[config.mk]
export PLATFORM = sky130hd
export DESIGN_NAME = adc_serial_emu
export DESIGN_NICKNAME = d
export VERILOG_FILES = /design/src/rtl/adc_emu_pkg.sv /design/src/rtl/adc_pin_sampler.sv /design/src/rtl/adc_conv_ctrl.sv /design/src/rtl/adc_cfg_port.sv /design/src/rtl/adc_out_shifter.sv /design/src/rtl/adc_serial_emu.sv
export SDC_FILE = /design/constraint.sdc
export NUM_CORES = 1
export LEC_CHECK = 0
export ABC_CLOCK_PERIOD_IN_PS = 1900
export CAP_MARGIN = 0
export CORE_ASPECT_RATIO = 1.25
export CORE_MARGIN = 2
export CORE_UTILIZATION = 55
export DETAILED_ROUTE_END_ITERATION = 6
export GPL_TIMING_DRIVEN = 0
export PLACE_DENSITY = 0.79
export REMOVE_ABC_BUFFERS = 1
export SLEW_MARGIN = 20
export SYNTH_ARGS = -nofsm -noshare
export SYNTH_HDL_FRONTEND = slang
export SYNTH_SLANG_ARGS = --single-unit
[constraint.sdc]
create_clock -name clk -period 1.9 [get_ports clk]
set_input_delay 0.475 -clock clk [delete_from_list [all_inputs] [get_ports clk]]
set_output_delay 0.475 -clock clk [all_outputs]
set_load 0.01 [all_outputs]
[src/rtl/adc_emu_pkg.sv]
package adc_emu_pkg;

    // Control states of the converter emulator
    typedef enum logic [1:0] {
        ST_READY = 2'd0,
        ST_CONV  = 2'd1,
        ST_SLEEP = 2'd2
    } conv_state_e;

    // Input pair selection, encoded as {single_ended, odd}
    typedef enum logic [1:0] {
        PAIR_CH0P_CH1N = 2'b00,
        PAIR_CH1P_CH0N = 2'b01,
        PAIR_CH0_GND   = 2'b10,
        PAIR_CH1_GND   = 2'b11
    } pair_sel_e;

    typedef struct packed {
        logic single_ended;
        logic odd_sel;
        logic unipolar;
    } conv_cfg_t;

    // Serial configuration word layout (first bit received lands at the top)
    localparam int CFG_WORD_W = 6;
    localparam int SE_BIT     = 5;
    localparam int ODD_BIT    = 4;
    localparam int UNI_BIT    = 1;

    // Pin positions inside the edge sampler vector
    localparam int PIN_CNV   = 0;
    localparam int PIN_SCK   = 1;
    localparam int PIN_COUNT = 2;

    function automatic conv_cfg_t unpack_cfg(input logic [CFG_WORD_W-1:0] w);
        conv_cfg_t c;
        c.single_ended = w[SE_BIT];
        c.odd_sel      = w[ODD_BIT];
        c.unipolar     = w[UNI_BIT];
        return c;
    endfunction

    function automatic pair_sel_e pair_of(input conv_cfg_t c);
        return pair_sel_e'({c.single_ended, c.odd_sel});
    endfunction

endpackage

[src/rtl/adc_pin_sampler.sv]
module adc_pin_sampler #(
    parameter int N_PINS = 2
) (
    input  logic              clk,
    input  logic              rst,
    input  logic [N_PINS-1:0] pin_i,
    output logic [N_PINS-1:0] rise_o,
    output logic [N_PINS-1:0] fall_o
);

    generate
        for (genvar g = 0; g < N_PINS; g++) begin : g_pin
            logic prev_q;

            always_ff @(posedge clk) begin
                if (rst) prev_q <= 1'b0;
                else     prev_q <= pin_i[g];
            end

            assign rise_o[g] = pin_i[g] & ~prev_q;
            assign fall_o[g] = ~pin_i[g] & prev_q;
        end
    endgenerate

endmodule

[src/rtl/adc_conv_ctrl.sv]
module adc_conv_ctrl
    import adc_emu_pkg::*;
#(
    parameter int CONV_CYCLES     = 130,
    parameter int CONV_MAX_CYCLES = 160
) (
    input  logic        clk,
    input  logic        rst,
    input  logic        cnv_level_i,
    input  logic        cnv_rise_i,
    input  logic        cnv_fall_i,
    input  conv_cfg_t   cfg_next_i,
    output conv_state_e state_o,
    output logic        start_o,
    output logic        done_o,
    output conv_cfg_t   active_cfg_o
);

    localparam int TMR_W = $clog2(CONV_CYCLES + 1);
    localparam int AGE_W = $clog2(CONV_MAX_CYCLES + 2);
    localparam logic [TMR_W-1:0] TMR_LOAD = TMR_W'(CONV_CYCLES - 1);
    localparam logic [AGE_W-1:0] AGE_MAX  = AGE_W'(CONV_MAX_CYCLES);

    conv_state_e      st_q, st_d;
    logic [TMR_W-1:0] tmr_q;
    conv_cfg_t        active_q;
    logic [AGE_W-1:0] age_q;

    assign start_o      = (st_q == ST_READY) && cnv_rise_i;
    assign done_o       = (st_q == ST_CONV) && (tmr_q == '0);
    assign state_o      = st_q;
    assign active_cfg_o = active_q;

    always_comb begin
        st_d = st_q;
        unique case (st_q)
            ST_READY: if (start_o) st_d = ST_CONV;
            ST_CONV:  if (done_o)  st_d = cnv_level_i ? ST_SLEEP : ST_READY;
            ST_SLEEP: if (cnv_fall_i) st_d = ST_READY;
            default:  st_d = ST_READY;
        endcase
    end

    always_ff @(posedge clk) begin
        if (rst) begin
            st_q     <= ST_READY;
            tmr_q    <= '0;
            active_q <= '0;
        end else begin
            st_q <= st_d;
            if (start_o) begin
                tmr_q    <= TMR_LOAD;
                active_q <= cfg_next_i;
            end else if ((st_q == ST_CONV) && (tmr_q != '0)) begin
                tmr_q <= tmr_q - 1'b1;
            end
        end
    end

    // Independent age counter, used only to bound the conversion length
    always_ff @(posedge clk) begin
        if (rst)                                    age_q <= '0;
        else if (start_o)                           age_q <= '0;
        else if ((st_q == ST_CONV) && (age_q != AGE_MAX)) age_q <= age_q + 1'b1;
    end


    conv_restart_ignored_chk: assert property (@(posedge clk) disable iff (rst)
        (st_q == ST_CONV && tmr_q != '0) |=> (st_q == ST_CONV && tmr_q == $past(tmr_q) - 1'b1));


    conv_len_bound_chk: assert property (@(posedge clk) disable iff (rst)
        (st_q == ST_CONV) |-> (age_q < AGE_MAX));


    sleep_hold_chk: assert property (@(posedge clk) disable iff (rst)
        (st_q == ST_SLEEP && cnv_level_i) |=> (st_q == ST_SLEEP));


    awake_at_end_chk: assert property (@(posedge clk) disable iff (rst)
        (done_o && !cnv_level_i) |=> (st_q == ST_READY));

endmodule

[src/rtl/adc_cfg_port.sv]
module adc_cfg_port #(
    parameter int CFG_W = 6
) (
    input  logic             clk,
    input  logic             rst,
    input  logic             clear_i,
    input  logic             cap_en_i,
    input  logic             sck_rise_i,
    input  logic             sdi_i,
    output logic [CFG_W-1:0] cfg_word_o
);

    localparam int CNT_W = $clog2(CFG_W + 1);
    localparam logic [CNT_W-1:0] CNT_FULL = CNT_W'(CFG_W);
    localparam logic [CNT_W-1:0] CNT_LAST = CNT_W'(CFG_W - 1);

    logic [CFG_W-2:0] sh_q;
    logic [CNT_W-1:0] cnt_q;
    logic [CFG_W-1:0] word_q;
    logic [CFG_W-1:0] assembled;
    logic             take;

    assign assembled  = {sh_q, sdi_i};
    assign take       = cap_en_i && sck_rise_i && (cnt_q < CNT_FULL);
    assign cfg_word_o = word_q;

    always_ff @(posedge clk) begin
        if (rst) begin
            sh_q   <= '0;
            cnt_q  <= '0;
            word_q <= '0;
        end else if (clear_i) begin
            cnt_q <= '0;
        end else if (take) begin
            sh_q  <= assembled[CFG_W-2:0];
            cnt_q <= cnt_q + 1'b1;
            if (cnt_q == CNT_LAST) word_q <= assembled;
        end
    end


    cfg_full_stable_chk: assert property (@(posedge clk) disable iff (rst)
        (cnt_q == CNT_FULL && !clear_i) |=> $stable(word_q));


    cfg_blocked_chk: assert property (@(posedge clk) disable iff (rst)
        (!cap_en_i) |=> $stable(word_q) && $stable(sh_q));

endmodule

[src/rtl/adc_out_shifter.sv]
module adc_out_shifter #(
    parameter int DATA_W = 12
) (
    input  logic              clk,
    input  logic              rst,
    input  logic              load_i,
    input  logic [DATA_W-1:0] sample_i,
    input  logic              unipolar_i,
    input  logic              shift_en_i,
    input  logic              sck_fall_i,
    output logic              sdo_o
);

    localparam int CNT_W = $clog2(DATA_W);
    localparam logic [CNT_W-1:0] CNT_LAST = CNT_W'(DATA_W - 1);

    logic [DATA_W-1:0] sh_q;
    logic [DATA_W-1:0] fmt_w;
    logic [CNT_W-1:0]  cnt_q;
    logic              step;

    // Offset binary to two's complement is an MSB inversion
    always_comb begin
        fmt_w = sample_i;
        if (!unipolar_i) fmt_w[DATA_W-1] = ~sample_i[DATA_W-1];
    end

    assign step  = shift_en_i && sck_fall_i && (cnt_q != CNT_LAST);
    assign sdo_o = sh_q[DATA_W-1];

    always_ff @(posedge clk) begin
        if (rst) begin
            sh_q  <= '0;
            cnt_q <= '0;
        end else if (load_i) begin
            sh_q  <= fmt_w;
            cnt_q <= '0;
        end else if (step) begin
            sh_q  <= {sh_q[DATA_W-2:0], 1'b0};
            cnt_q <= cnt_q + 1'b1;
        end
    end


    last_bit_hold_chk: assert property (@(posedge clk) disable iff (rst)
        (cnt_q == CNT_LAST && !load_i) |=> $stable(sh_q));


    shift_step_chk: assert property (@(posedge clk) disable iff (rst)
        (step && !load_i) |=> (sdo_o == $past(sh_q[DATA_W-2])));

endmodule

[src/rtl/adc_serial_emu.sv]
module adc_serial_emu
    import adc_emu_pkg::*;
#(
    parameter int DATA_W          = 12,
    parameter int CONV_CYCLES     = 130,
    parameter int CONV_MAX_CYCLES = 160
) (
    input  logic              clk,
    input  logic              rst,
    input  logic              cnv_pin,
    input  logic              sck_pin,
    input  logic              sdi_pin,
    input  logic [DATA_W-1:0] sample_i,
    output logic              sdo_pin,
    output logic              sdo_oe,
    output logic              asleep,
    output logic [1:0]        pair_sel
);

    logic [PIN_COUNT-1:0] pin_vec, rise_vec, fall_vec;
    conv_state_e          state;
    logic                 conv_start, conv_done, xfer_en;
    conv_cfg_t            active_cfg, cfg_next;
    logic [CFG_WORD_W-1:0] cfg_word;

    assign pin_vec[PIN_CNV] = cnv_pin;
    assign pin_vec[PIN_SCK] = sck_pin;

    adc_pin_sampler #(.N_PINS(PIN_COUNT)) u_pins (
        .clk    (clk),
        .rst    (rst),
        .pin_i  (pin_vec),
        .rise_o (rise_vec),
        .fall_o (fall_vec)
    );

    assign cfg_next = unpack_cfg(cfg_word);

    adc_conv_ctrl #(
        .CONV_CYCLES     (CONV_CYCLES),
        .CONV_MAX_CYCLES (CONV_MAX_CYCLES)
    ) u_ctrl (
        .clk          (clk),
        .rst          (rst),
        .cnv_level_i  (cnv_pin),
        .cnv_rise_i   (rise_vec[PIN_CNV]),
        .cnv_fall_i   (fall_vec[PIN_CNV]),
        .cfg_next_i   (cfg_next),
        .state_o      (state),
        .start_o      (conv_start),
        .done_o       (conv_done),
        .active_cfg_o (active_cfg)
    );

    // Transfer window: result latched and conversion-start held low
    assign xfer_en = (state == ST_READY) && !cnv_pin;

    adc_cfg_port #(.CFG_W(CFG_WORD_W)) u_cfg (
        .clk        (clk),
        .rst        (rst),
        .clear_i    (conv_start),
        .cap_en_i   (xfer_en),
        .sck_rise_i (rise_vec[PIN_SCK]),
        .sdi_i      (sdi_pin),
        .cfg_word_o (cfg_word)
    );

    adc_out_shifter #(.DATA_W(DATA_W)) u_shift (
        .clk        (clk),
        .rst        (rst),
        .load_i     (conv_done),
        .sample_i   (sample_i),
        .unipolar_i (active_cfg.unipolar),
        .shift_en_i (xfer_en),
        .sck_fall_i (fall_vec[PIN_SCK]),
        .sdo_o      (sdo_pin)
    );

    assign sdo_oe   = xfer_en;
    assign asleep   = (state == ST_SLEEP);
    assign pair_sel = pair_of(active_cfg);

endmodule

# Yosys cells after proc, flatten, opt, wreduce, memory -nomap -nowiden
# Index checks and enable logic that the tools add are counted.
# totals
ram_bits	0
in_bits	17
regBits	45
latchBits	0
output_inout_bits	5
mem_bits_ro	0
memories	0
elab_cells	63
# classes
div	0
eq_ne	7
addsub	3
muxes	10
bitwise	10
shift	0
order_cmp	1
n_reduce_logical	19
n_mul	0
# op_table
operator	count
two-way mux 12 bit	2
two-way mux 8 bit	2
logical AND 1 bit	8
logical NOT 8 bit	1
two-way mux 2 bit	4
nonzero test 8 bit	1
subtractor 8 x 1 -> 8 bit, second input constant	1
NOT 1 bit	6
case mux 2 bit (3 select lines)	1
AND reduction 3 bit	2
adder 4 x 1 -> 4 bit, second input constant	1
bitwise AND 1 bit	4
!= test 2 bit, second input constant	2
!= test 4 bit, second input constant	1
nonzero test 2 bit	2
OR reduction 2 bit	2
adder 3 x 1 -> 3 bit, second input constant	1
== test 3 bit, second input constant	1
less-than comparator 3 bit, second input constant	1
== test 2 x 1 -> 1 bit, second input constant	1
== test 2 bit, second input constant	1
logical NOT 2 bit	1
!= test 2 x 1 -> 1 bit, second input constant	1
AND reduction 2 bit	1
2 further kinds	2

# Logic depth before layout (Yosys ltp)
# Gate-level depths: netlist (run 1).
# logic_depth
depth_word	6
ltp_mapped	8

# Cells and area by module
# Synthesis (run 1) repeated with hierarchy kept, for this count alone.
# unflattened
hier_cells	231
area_unflattened_um2	2182.1
# modules_own_cells
module	area_each_um2	seq_area_each_um2	n_inst	cells_each
adc_out_shifter	840.8	320.3	1	93
adc_conv_ctrl	634.4	260.2	1	72
adc_cfg_port	613.1	280.3	1	56
adc_pin_sampler	77.6	40.0	1	8
adc_serial_emu	16.3	0.0	1	2

# Worst setup path before layout (run 1)
# Ideal clock, no wire load.
# synth_path
kind	register to register
from	register u_ctrl.tmr_q[0]
to	register u_shift.sh_q[10]
path_buffers	2
path_slack_ns	0.200
t_arrival_ns	1.632
stages_incl_launch_ff	9
t_required_ns	1.832
cell_sequence	dfxtp_1 -> inv_1 -> ha_1 -> or3b_1 -> clkbuf_1 -> nor3_4 -> buf_6 -> a22oi_2 -> a21oi_2
# synth_via
elab_chain_len	3
elab_cells_between_ends	4
classes_between	mux: 1; reduce/logical: 3
# synth_rtl
item	line_no	rtl
from (decl)	adc_conv_ctrl.sv:25	logic [TMR_W-1:0] tmr_q;
from (signal assigned)	adc_conv_ctrl.sv:55	tmr_q <= tmr_q - 1'b1;
logical NOT 8 bit *	adc_conv_ctrl.sv:30	assign done_o = (st_q == ST_CONV) && (tmr_q == '0);
logical AND 1 bit *	adc_conv_ctrl.sv:30	
two-way mux 12 bit / nonzero test 2 bit (equally long branches)	-	
to (signal assigned)	adc_out_shifter.sv:36	sh_q <= fmt_w;
to (signal assigned)	adc_out_shifter.sv:39	sh_q <= {sh_q[DATA_W-2:0], 1'b0};
to (decl)	adc_out_shifter.sv:17	logic [DATA_W-1:0] sh_q;
# Every way passes the cells marked *; elsewhere a longest branch is shown, timed or not.
# A chain may end at the register's enable or synchronous reset.

# Worst setup path after layout (run 1)
# layout_path
from	register u_ctrl.tmr_q[0]
to	register u_shift.sh_q[1]
# The elaborated chain is that of the path after synthesis.

==> impl_results.md, run 1 <==
- VDD IR-drop max: 0.657 mV
- Drt first pass iters: 4
- I/O Pins: 22
- Tmin final: 1790 ps
- N_diodes: 0
- PnR worst setup slack: 107 ps
- Fillers: 260
- Post-synthesis compound-gate area fraction: 12.6%
- Footprint of the multi-input gates: 1020 µm²
- First-pass GRT wire length: 6340 µm
- Crit-path max FO: 7
- Startpoint Class: register
- Crit-path slowest cell: or3b_4
- R2R setup slack: 110 ps
- Pre-CTS WS: -586 ps
- Final Hold Violating Endpoints: 0
- Grt ovf: 0
- Yosys Warn Count: 0
- Mux share of post-synthesis cell area: 7.41%
- H-tree depth: 2
- Gpl congestion: 0.876
- Max incr delay on CP: 430 ps
- Number of synthesized register bits: 42
- Synth Area in Adders: 3.31%
- WHS Path Cells: 2
- Initial antenna violation count: 0
- Synth-to-Final Area Change: 19.7%
- Port Buf Inserts: 21
- Root Buffer: clkbuf_8
- Clk slew on worst S/H paths: 70 ps
- CTS Hold Bufs: 0
- Final setup fails: 0
- HPWL after DPL: 2560 µm
- Outcome: complete, no violations
- CP Cell Sequence: inv_1 > ha_1 > or3b_4 > nor3_4 > buf_6 > nand2_1 > a311oi_1
- Simple-gate area share of the yosys netlist: 23.3%
- Clock latency on the worst-skew pair: 290 ps
- Largest net degree at the start of global routing: 35
- Fin crit share: 94.4%
- CP required: 2090 ps
- Worst r2r src: u_ctrl.tmr_q[0]
- R2R cell count: 7
- Worst hold path class: register to register
- Slew Limit Fails: 0
- Final nets: 243
- CTS tree: built
- Syn_area_per_cell: 9.37 µm²
- Starting Density: 58.2%
- PD cells: 922 nW/µm²
- Most frequent cells in the layout: dfxtp_1 (41), nor2_1 (27), clkdlybuf4s50_1 (17)
- Achievable Freq: 0.558 GHz
- Synth Flop Type: dfxtp_1
- Core area: 3250 µm²
- Synth area leaders: dfxtp_1 (44%), mux2i_1 (7.4%), nor2_1 (5.4%)
- First DRT Iteration DRCs: 54
- FF/Latch Area: 842 µm²
- Setup tns final: 0 ps
- Share of layout cells above drive strength 1: 14.9%
- Netlist cell types: 39
- Post-synth EDFFs: 0
- Die width: 56.5 µm
- Crit path arrival time: 1990 ps
- Post-Route Skew: 10.1 ps
- Hold Crit Endpoint: u_shift.sh_q[2]
- Register area share after synthesis: 44.4%
- Share of the synthesized area in the top cell type: 44.4%
- Main combinational cell family by area after synthesis: simple AND/OR/NAND/NOR gates
- Vias in the first global route: 1,461
- Worst setup EP type: register
- Row Count: 23
- Max cap viols: 0
- Worst setup path category: register to register
- Gate Count Post-Synth: 202
- Via-to-Cell Ratio: 5.71
- Vias: 1,479
- DRC Markers: 0
- Pleak: 0.854 nW
- Worst slew margin: 58.2%
- Die H: 69.6 µm
- Yosys top cell by area: dfxtp_1
- Final WL: 3720 µm
- Worst r2r dst: u_shift.sh_q[1]
- GR Util All Layers: 20.3%
- Post-route ant nets: 0
- TritonCTS Buffers: 5
- Synth Cell Area: 1890 µm²
- Sink Count: 42
- Worst Max-Slew Pin Slew: 627 ps
- FFs w/ async S/R, synth: 0%
- Hold Crit Start: u_shift.sh_q[2]
- Post-Synth XOR/XNOR Area: 5.09%
- DR WL/cell: 14.4 µm
- Die ar.: 3930 µm²
- Commonest non-fill, non-tap cell in the layout: dfxtp_1
- Clk buf depth: 2
==> cell usage after synthesis, types with 2 or more instances <==
library cell	number
a21oi_1	11
nand3_1	13
xor2_1	8
nor3_1	6
nand4_1	3
nand2b_1	3
nor2_1	27
o211ai_1	2
xnor2_1	3
inv_1	4
a211oi_1	2
a22oi_2	4
dfxtp_1	42
mux2i_1	14
ha_1	5
nor3_2	2
a22oi_1	5
nor2b_1	6
a21oi_2	4
nand2_1	8
clkbuf_1	10
and3_1	3
==> state kept, by name, summed over array words and instances (netlist names) <==
register	count
u_cfg.cfg_word_o	3
u_cfg.cnt_q	3
u_cfg.sh_q	5
u_ctrl.active_cfg_o	3
u_ctrl.state_o	2
u_ctrl.tmr_q	8
u_pins.g_pin.prev_q	2
u_shift.cnt_q	4
u_shift.sh_q	12
==> layout make-up <==
class | instances | share of cell area, %
inverters | 4 | 0.663
multi-input cells | 144 | 45.2
clock inverters | 1 | 1.33
well taps | 37 | 2.04
repair buffers | 24 | 10.2
clock buffers | 7 | 3.37
flip-flops and latches | 42 | 37.2
==> layer usage <==
| metal | up-vias | share of wire [%] | global-route usage [%] |
|---|---|---|---|
| met5 | - | 0 | 0 |
| met4 | 0 | 0.65 | 5.82 |
| met3 | 2 | 2.4 | 4.66 |
| met2 | 18 | 54 | 37.3 |
| met1 | 712 | 43 | 22.8 |
| li1 | 747 | - | - |
==> where the power goes <==
group	internal (mW)	switching, mW
combinational	0.195	0.224
clock	0.393	0.285
sequential	0.936	0.0548
==> worst max-delay path, delay by kind of cell, from the launching register on <==
kind	cells	cell delay [ps]
compound gates	1	250
buf+inv	2	240
flops	1	350
fa+ha+maj	1	170
simple gates	3	700
==> logic make-up after synthesis <==
family	Yosys count
compound gates	32
xor+xnor	11
fa+ha+maj	5
buf+inv	16
flops	42
mux	14
simple gates	82
==> through the flow <==
stage / cell area (µm²) / instances / hold slack (ps) / util, % / power [mW]
finish: 2260 / 259 / 477 / 69.6 / 2.09
CTS: 2240 / 259 / 477 / 68.9 / 2.08
global route: 2260 / 259 / 503 / 69.6 / 2.19
global placement: 2090 / 248 / 446 / 64.3 / 1.37
floorplan: 1840 / 190 / 431 / - / 1.26
detailed placement: 2090 / 248 / 467 / 64.2 / 1.38
==> what timing repair did <==
item,4_1_cts,5_1_grt
hold endpoints to repair,0,0
setup endpoints to repair,28,12
setup buffers,3,0
resized for setup,13,5
pin swaps,2,0
==> worst max-delay path by stage <==
stage	to	cells after the start	slack (ps)	startpoint
floorplan	u_shift.sh_q[1]	6	50	u_ctrl.tmr_q[0]
global placement	sdo_oe	3	-610	cnv_pin
detailed placement	sdo_oe	3	-590	cnv_pin
CTS	u_shift.sh_q[8]	6	20	u_ctrl.tmr_q[0]
global route	u_shift.sh_q[1]	7	-7	u_ctrl.tmr_q[0]
finish	u_shift.sh_q[1]	7	110	u_ctrl.tmr_q[0]
Note: power is estimated with default switching activity, not from simulation.
==> run 2: changes to the inputs <==
- ABC_AREA: unset -> 1
- CORE_UTILIZATION: 55 -> 56
- REMOVE_ABC_BUFFERS: 1 -> unset
==> run 2 against run 1 <==
Routed wire length up 0.54%. Clock power shrank 13%. Design area grew 6.5%. Critical endpoint is now sdo_oe. Hold slack worse by 13 ps. Sequential share of layout area down 2.3 points. Sequential power is 0.9% lower. Global-route usage is 0.39 points lower. Highest routed layer unchanged.
==> impl_results.md, run 2 <==
- DR WL/cell: 11.0 µm (-24%)
- Initial antenna violation count: 0 (unchanged)
- Final setup fails: 0 (unchanged)
- Max cap viols: 0 (unchanged)
- Crit-path max FO: 4 (-3)
- Yosys Warn Count: 0 (unchanged)
- Most frequent cells in the layout: nand2_1 (47), dfxtp_1 (42), nor2_1 (33)
- CP required: 1420 ps (-670 ps)
- Final instance area: 2410 µm² (+6.5%)
- H-tree depth: 2 (unchanged)
- Die width: 58.4 µm (+3.5%)
- Fillers: 288 (+11%)
- Clock latency on the worst-skew pair: 300 ps (about the same)
- Register area share after synthesis: 40.6% (-3.9 points)
- Cell with the most instances after synthesis: nand2_1
- Crit. Startpoint: cnv_pin
- R2R setup slack: 430 ps (+320 ps)
- Power Total: 2.11 mW (+0.91%)
- Final nets: 323 (+33%)
- Sink Count: 42 (unchanged)
- Synth Area in Adders: 3.02% (-0.29 points)
- Row Count: 24 (+4.3%)
- WHS Path Cells: 2 (unchanged)
- GR Util All Layers: 19.9% (-0.39 points)
- Root Buffer: clkbuf_8
- Post-route ant nets: 0 (unchanged)
- FFs w/ async S/R, synth: 0% (unchanged)
- Clk buf depth: 2 (unchanged)
- Main combinational cell family by area after synthesis: simple AND/OR/NAND/NOR gates
- Fin crit share: 90.1% (-4.3 points)
- Worst setup path category: input port to primary output
- CP Cell Sequence: dlygate4sd2_1 > inv_2 > nand2_2 > inv_2 > dlygate4sd2_1
- Share of layout cells above drive strength 1: 20.5% (+5.7 points)
- HPWL after DPL: 2750 µm (+7.4%)
- TritonCTS Buffers: 5 (unchanged)
- Worst hold path class: register to register
- Hold Crit Start: u_cfg.cfg_word_o[4]
- Worst setup EP type: primary output
- Tmin final: 1710 ps (-82.3 ps)
- Reg with most FFs: u_shift.sh_q
- Synth Flop Type: dfxtp_1
- Bufs and invs on worst path: 4 (+2)
- Final Hold Violating Endpoints: 0 (unchanged)
- N_diodes: 0 (unchanged)
- Worst r2r src: u_ctrl.tmr_q[0]
- Post-synthesis compound-gate area fraction: 15.3% (+2.7 points)
- Netlist cell types: 29 (-26%)
- Slew Limit Fails: 0 (unchanged)
- Pleak: 0.976 nW (+14%)
- Syn_area_per_cell: 7.56 µm² (-19%)
- Simple-gate area share of the yosys netlist: 28.3% (+4.9 points)
- Largest net degree at the start of global routing: 13 (-63%)
- Port Buf Inserts: 20 (-4.8%)
- Achievable Freq: 0.584 GHz (+4.8%)
- Die H: 72.0 µm (+3.5%)
- Post-synth net total: 296
- RSZ-0062 raised after global routing: false
- Number of synthesized register bits: 42 (unchanged)
- Footprint of the multi-input gates: 1030 µm² (+0.24%)
- Synth area leaders: dfxtp_1 (41%), nand2_1 (8.5%), nor2_1 (6.0%)
- Outcome: complete, no violations
- Pre-CTS WS: -312 ps (+274 ps)
- VDD IR-drop max: 0.666 mV (+1.4%)
- Commonest non-fill, non-tap cell in the layout: nand2_1
- Mux share of post-synthesis cell area: 0% (-7.4 points)
- Startpoint Class: input port
- Vias: 1,720 (+16%)
- Post-Synth XOR/XNOR Area: 2.96% (-2.1 points)
- PD cells: 873 nW/µm² (-5.3%)
- Share of the synthesized area in the top cell type: 40.6% (-3.9 points)
- CTS Hold Bufs: 0 (unchanged)
- First-pass GRT wire length: 6470 µm (+2.0%)
- I/O Pins: 22 (unchanged)
- Postcts setup bufs: 0 (-3)
- Top Registers: u_shift.sh_q x12, u_ctrl.tmr_q x8, u_cfg.sh_q x5
- Yosys top cell by area: dfxtp_1
- Synth Cell Area: 2070 µm² (+9.5%)
- Vias in the first global route: 1,517 (+3.8%)
- Final WL: 3740 µm (+0.54%)
- Gate Count Post-Synth: 274 (+36%)
- Delay-heaviest family, CP: buffers and inverters
- Drt first pass iters: 4 (unchanged)
- Grt ovf: 0 (unchanged)
- Worst r2r dst: u_shift.sh_q[10]
- FF/Latch Area: 841 µm² (-0.15%)
- Worst hold slack: 464 ps (-13.0 ps)
- Max reg flops: 12 (unchanged)
- R2R cell count: 9 (+2)
- Clk slew on worst S/H paths: 70 ps (about the same)
- Die ar.: 4210 µm² (+7.1%)
- Post-synth EDFFs: 0 (unchanged)
- Post-Route Skew: 6.92 ps (-3.13 ps)
- Crit path arrival time: 1240 ps (-750 ps)
- Hold Crit Endpoint: u_cfg.cfg_word_o[4]
- Synth-to-Final Area Change: 16.4%
- Crit-path slowest cell: dlygate4sd2_1
- First DRT Iteration DRCs: 42 (-22%)
- CTS tree: built
- DRC Markers: 0 (unchanged)
- Worst slew margin: 60.2% (+2.1 points)
- Commonest cells in the netlist: nand2_1 (47), dfxtp_1 (42), nor2_1 (33)
- Gpl congestion: 0.809 (-7.6%)
- Max incr delay on CP: 260 ps (-170 ps)
- Starting Density: 59.0% (+0.80 points)
- Worst Max-Slew Pin Slew: 597 ps (-30.8 ps)
- PnR worst setup slack: 189 ps (+82.3 ps)
- Via-to-Cell Ratio: 5.04 (-12%)
- Core area: 3510 µm² (+8.0%)
- Placed cell areas: 2320 µm² (+11%)
[run 2: metal layers]
layer,up-vias,global-route usage (%),share of wire [%]
li1,912,-,-
met2,17,32.0,47
met1,785,25.6,48
met3,6,4.81,3.0
met4,0,7.75,1.7
met5,-,0,0
[run 2: final cells by class]
class | instances | area share (%)
Clock buffer | 7 | 3.58
Sequential cell | 42 | 34.9
Timing Repair Buffer | 20 | 8.30
Multi-Input combinational cell | 183 | 42.6
Clock inverter | 1 | 0.207
Tap cell | 39 | 2.02
Buffer | 6 | 1.76
Inverter | 43 | 6.69
[run 2: worst max-delay path by stage]
stage	end	cells after the start
finish	sdo_oe	5
global route	sdo_oe	5
CTS	asleep	3
detailed placement	sdo_oe	5
global placement	sdo_oe	5
floorplan	u_shift.sh_q[3]	9
[run 2: what timing repair did]
action                                 in CTS  in global routing
setup endpoints to repair                   1                  1
gates resized for setup                     3                  1
gates cloned                                0                  0
endpoints found under the hold margin       0                  0
[run 2: through the flow]
| stage | instances | TNS [ps] | util [%] |
|---|---|---|---|
| floorplan | 274 | 0 | - |
| global placement | 333 | -451 | 66.1 |
| detailed placement | 333 | -649 | 66.1 |
| CTS | 341 | 0 | 68.6 |
| global route | 341 | 0 | 68.7 |
| finish | 341 | 0 | 68.7 |
[run 2: kinds of logic (layout without fill, tap and decap cells)]
| kind of cell | Yosys count | count (layout) |
|---|---|---|
| xor+xnor | 7 | 7 |
| fa+ha+maj | 5 | 5 |
| flops | 42 | 42 |
| buf+inv | 49 | 77 |
| simple gates | 119 | 119 |
| compound gates | 52 | 52 |
[run 2: worst register-to-register path, stage by stage (launching register included)]
cell     delay, ps
dfxtp_1        310
inv_1          130
ha_1           200
nand2_2        110
nor2_8         180
nand2_4        100
nand2_2         80
inv_2           80
nand2_1         90
a21oi_2         50
[run 2: report_power, final]
group | switching (mW) | leakage, nW | internal (mW) | total, mW
clock | 0.294 | 0.0482 | 0.293 | 0.587
sequential | 0.0401 | 0.342 | 0.942 | 0.982
combinational | 0.315 | 0.586 | 0.221 | 0.537
==> run 3: changes to the inputs <==
- CORE_UTILIZATION: 56 -> 46
- PLACE_DENSITY: 0.79 -> 0.67
==> run 3 against run 2 <==
Routed wire length up 3.7%. Non-clock buffer count is the same. Clock skew shrank 2.0 ps. Cell count up 5.6%. Sequential share of layout area decreased by 0.41 points. Combinational power hardly changed. Sequential power hardly changed. Global-route usage fell by 2.7 points. Critical endpoint unchanged. Largest cell class unchanged. Highest routed layer unchanged.
==> impl_results.md, run 3 (synthesis gave the netlist of run 2 again) <==
- First-pass GRT wire length: 6840 µm (+5.9%)
- Fillers: 426 (+48%)
- Reg with most FFs: u_shift.sh_q
- Crit-path slowest cell: dlygate4sd2_1
- Most frequent cells in the layout: nand2_1 (47), dfxtp_1 (42), nor2_1 (33)
- H-tree depth: 2 (unchanged)
- Bufs and invs on worst path: 4 (unchanged)
- RSZ-0062 raised after global routing: false
- Outcome: complete, no violations
- Delay-heaviest family, CP: buffers and inverters
- PD cells: 868 nW/µm² (-0.65%)
- VDD IR-drop max: 0.574 mV (-14%)
- Pleak: 0.979 nW (+0.25%)
- Share of power burned in registers: 46.4% (-0.2 points)
- Post-route ant nets: 0 (unchanged)
- Final instance area: 2440 µm² (+1.2%)
- Placed cells: 352 (+5.7%)
- Placed cell areas: 2340 µm² (+1.0%)
- N_diodes: 0 (unchanged)
- Commonest non-fill, non-tap cell in the layout: nand2_1
- Share of layout cells above drive strength 1: 20.5% (unchanged)
- Port Buf Inserts: 20 (unchanged)
- Tmin final: 1700 ps (-6.27 ps)
- Starting Density: 47.5% (-11 points)
- Post-Route Skew: 4.96 ps (-1.96 ps)
- Slew Limit Fails: 0 (unchanged)
- Postcts setup bufs: 0 (unchanged)
- Clk buf depth: 2 (unchanged)
- DRC Markers: 0 (unchanged)
- HPWL after DPL: 2800 µm (+2.1%)
- Sw Share: 31.2% (+0.34 points)
- Final Hold Violating Endpoints: 0 (unchanged)
- Max incr delay on CP: 260 ps (about the same)
- CP required: 1420 ps (about the same)
- Core area: 4360 µm² (+24%)
- Die ar.: 5060 µm² (+20%)
- Vias in the first global route: 1,590 (+4.8%)
- Via-to-Cell Ratio: 4.67 (-7.4%)
- Startpoint Class: input port
- Initial antenna violation count: 0 (unchanged)
- Clk pwr share: 28.1% (+0.2 points)
- Worst setup path category: input port to primary output
- CTS tree: built
- Util after Layout: 56.0% (-13 points)
- CTS Hold Bufs: 0 (unchanged)
- Worst hold path class: register to register
- Die width: 64.0 µm (+9.6%)
- DR WL/cell: 10.8 µm (-1.8%)
- Grt ovf: 0 (unchanged)
- CP Cell Sequence: dlygate4sd2_1 > inv_2 > nand2_4 > inv_2 > dlygate4sd2_1
- P_sw: 0.660 mW (+1.6%)
- Vias: 1,682 (-2.2%)
- Top Registers: u_shift.sh_q x12, u_ctrl.tmr_q x8, u_cfg.sh_q x5
- Crit-path max FO: 4 (unchanged)
- Logic pwr share: 25.5% (about the same)
- Worst setup EP type: primary output
- Clk slew on worst S/H paths: 80 ps (about the same)
- Max reg flops: 12 (unchanged)
- Worst Max-Slew Pin Slew: 579 ps (-18.0 ps)
- Drt first pass iters: 4 (unchanged)
- I/O Pins: 22 (unchanged)
- Setup tns final: 0 ps (unchanged)
- Synth-to-Final Area Change: 17.8%
- Crit path arrival time: 1230 ps (about the same)
- First DRT Iteration DRCs: 60 (+43%)
- GR Util All Layers: 17.2% (-2.7 points)
- Achievable Freq: 0.587 GHz (+0.37%)
- Int Power: 1.46 mW (about the same)
- Largest net degree at the start of global routing: 13 (unchanged)
- Sink Count: 42 (unchanged)
- Gpl congestion: 0.810 (+0.16%)
- Fin crit share: 89.7% (-0.33 points)
- Clock latency on the worst-skew pair: 290 ps (about the same)
- Row Count: 27 (+13%)
- Final Instance Count excl. Fillers: 360 (+5.6%)
- TritonCTS Buffers: 5 (unchanged)
- Final WL: 3880 µm (+3.7%)
- Max cap viols: 0 (unchanged)
- Final setup fails: 0 (unchanged)
- Root Buffer: clkbuf_8
- Final nets: 323 (unchanged)
- Worst slew margin: 61.4% (+1.2 points)
- Die H: 79.0 µm (+9.8%)
[run 3: per-stage QoR]
step | setup slack [ps] | total power, mW | hold WS [ps]
after floorplan | 558 | 1.42 | 436
after global placement | -321 | 1.54 | 445
after detailed placement | -315 | 1.55 | 449
after CTS | 34.7 | 2.14 | 459
after global routing | 151 | 2.25 | 466
final | 195 | 2.12 | 457
[run 3: layer usage]
| metal | GRT usage, % | routed length [µm] |
|---|---|---|
| met5 | 0 | 0 |
| met4 | 6.52 | 54 |
| met1 | 20.7 | 1840 |
| met3 | 4.53 | 141 |
| met2 | 29.0 | 1840 |
[run 3: path summary, 6_finish.rpt]
check                                          from                  end  slack (ps)  cells after the start
worst min register to register  u_cfg.cfg_word_o[1]  u_cfg.cfg_word_o[1]         460                      2
worst min-delay path            u_cfg.cfg_word_o[1]  u_cfg.cfg_word_o[1]         460                      2
worst max register to register      u_ctrl.tmr_q[0]      u_shift.sh_q[7]         440                      9
worst max-delay path                        cnv_pin               sdo_oe         200                      5
[run 3: layout make-up]
cell class / count / area [µm²] / share of cell area (%)
multi-input cells: 183 / 1030 / 42.3
flip-flops and latches: 42 / 841 / 34.4
repair buffers: 20 / 200 / 8.20
inverters: 43 / 161 / 6.61
clock buffers: 7 / 86.3 / 3.54
well taps: 58 / 72.6 / 2.97
plain buffers: 6 / 42.5 / 1.74
clock inverters: 1 / 5.00 / 0.205
[run 3: repair_timing]
item                                    CTS  global route
gates cloned                              0             0
endpoints found under the setup margin    1             1
resized for setup                         4             1
[run 3: worst min-delay path, cell delays in order (launching register included)]
cell     delay [ps]
dfxtp_1         310
nand2_1          60
a21oi_1          50
[run 3: power by group through the flow]
stage	sequential, mW	clock (mW)	combinational (mW)
after floorplan	0.998	0	0.418
after global placement	1.00	0	0.539
after detailed placement	1.00	0	0.545
after CTS	0.982	0.614	0.547
after global routing	0.992	0.653	0.606
final	0.982	0.596	0.539
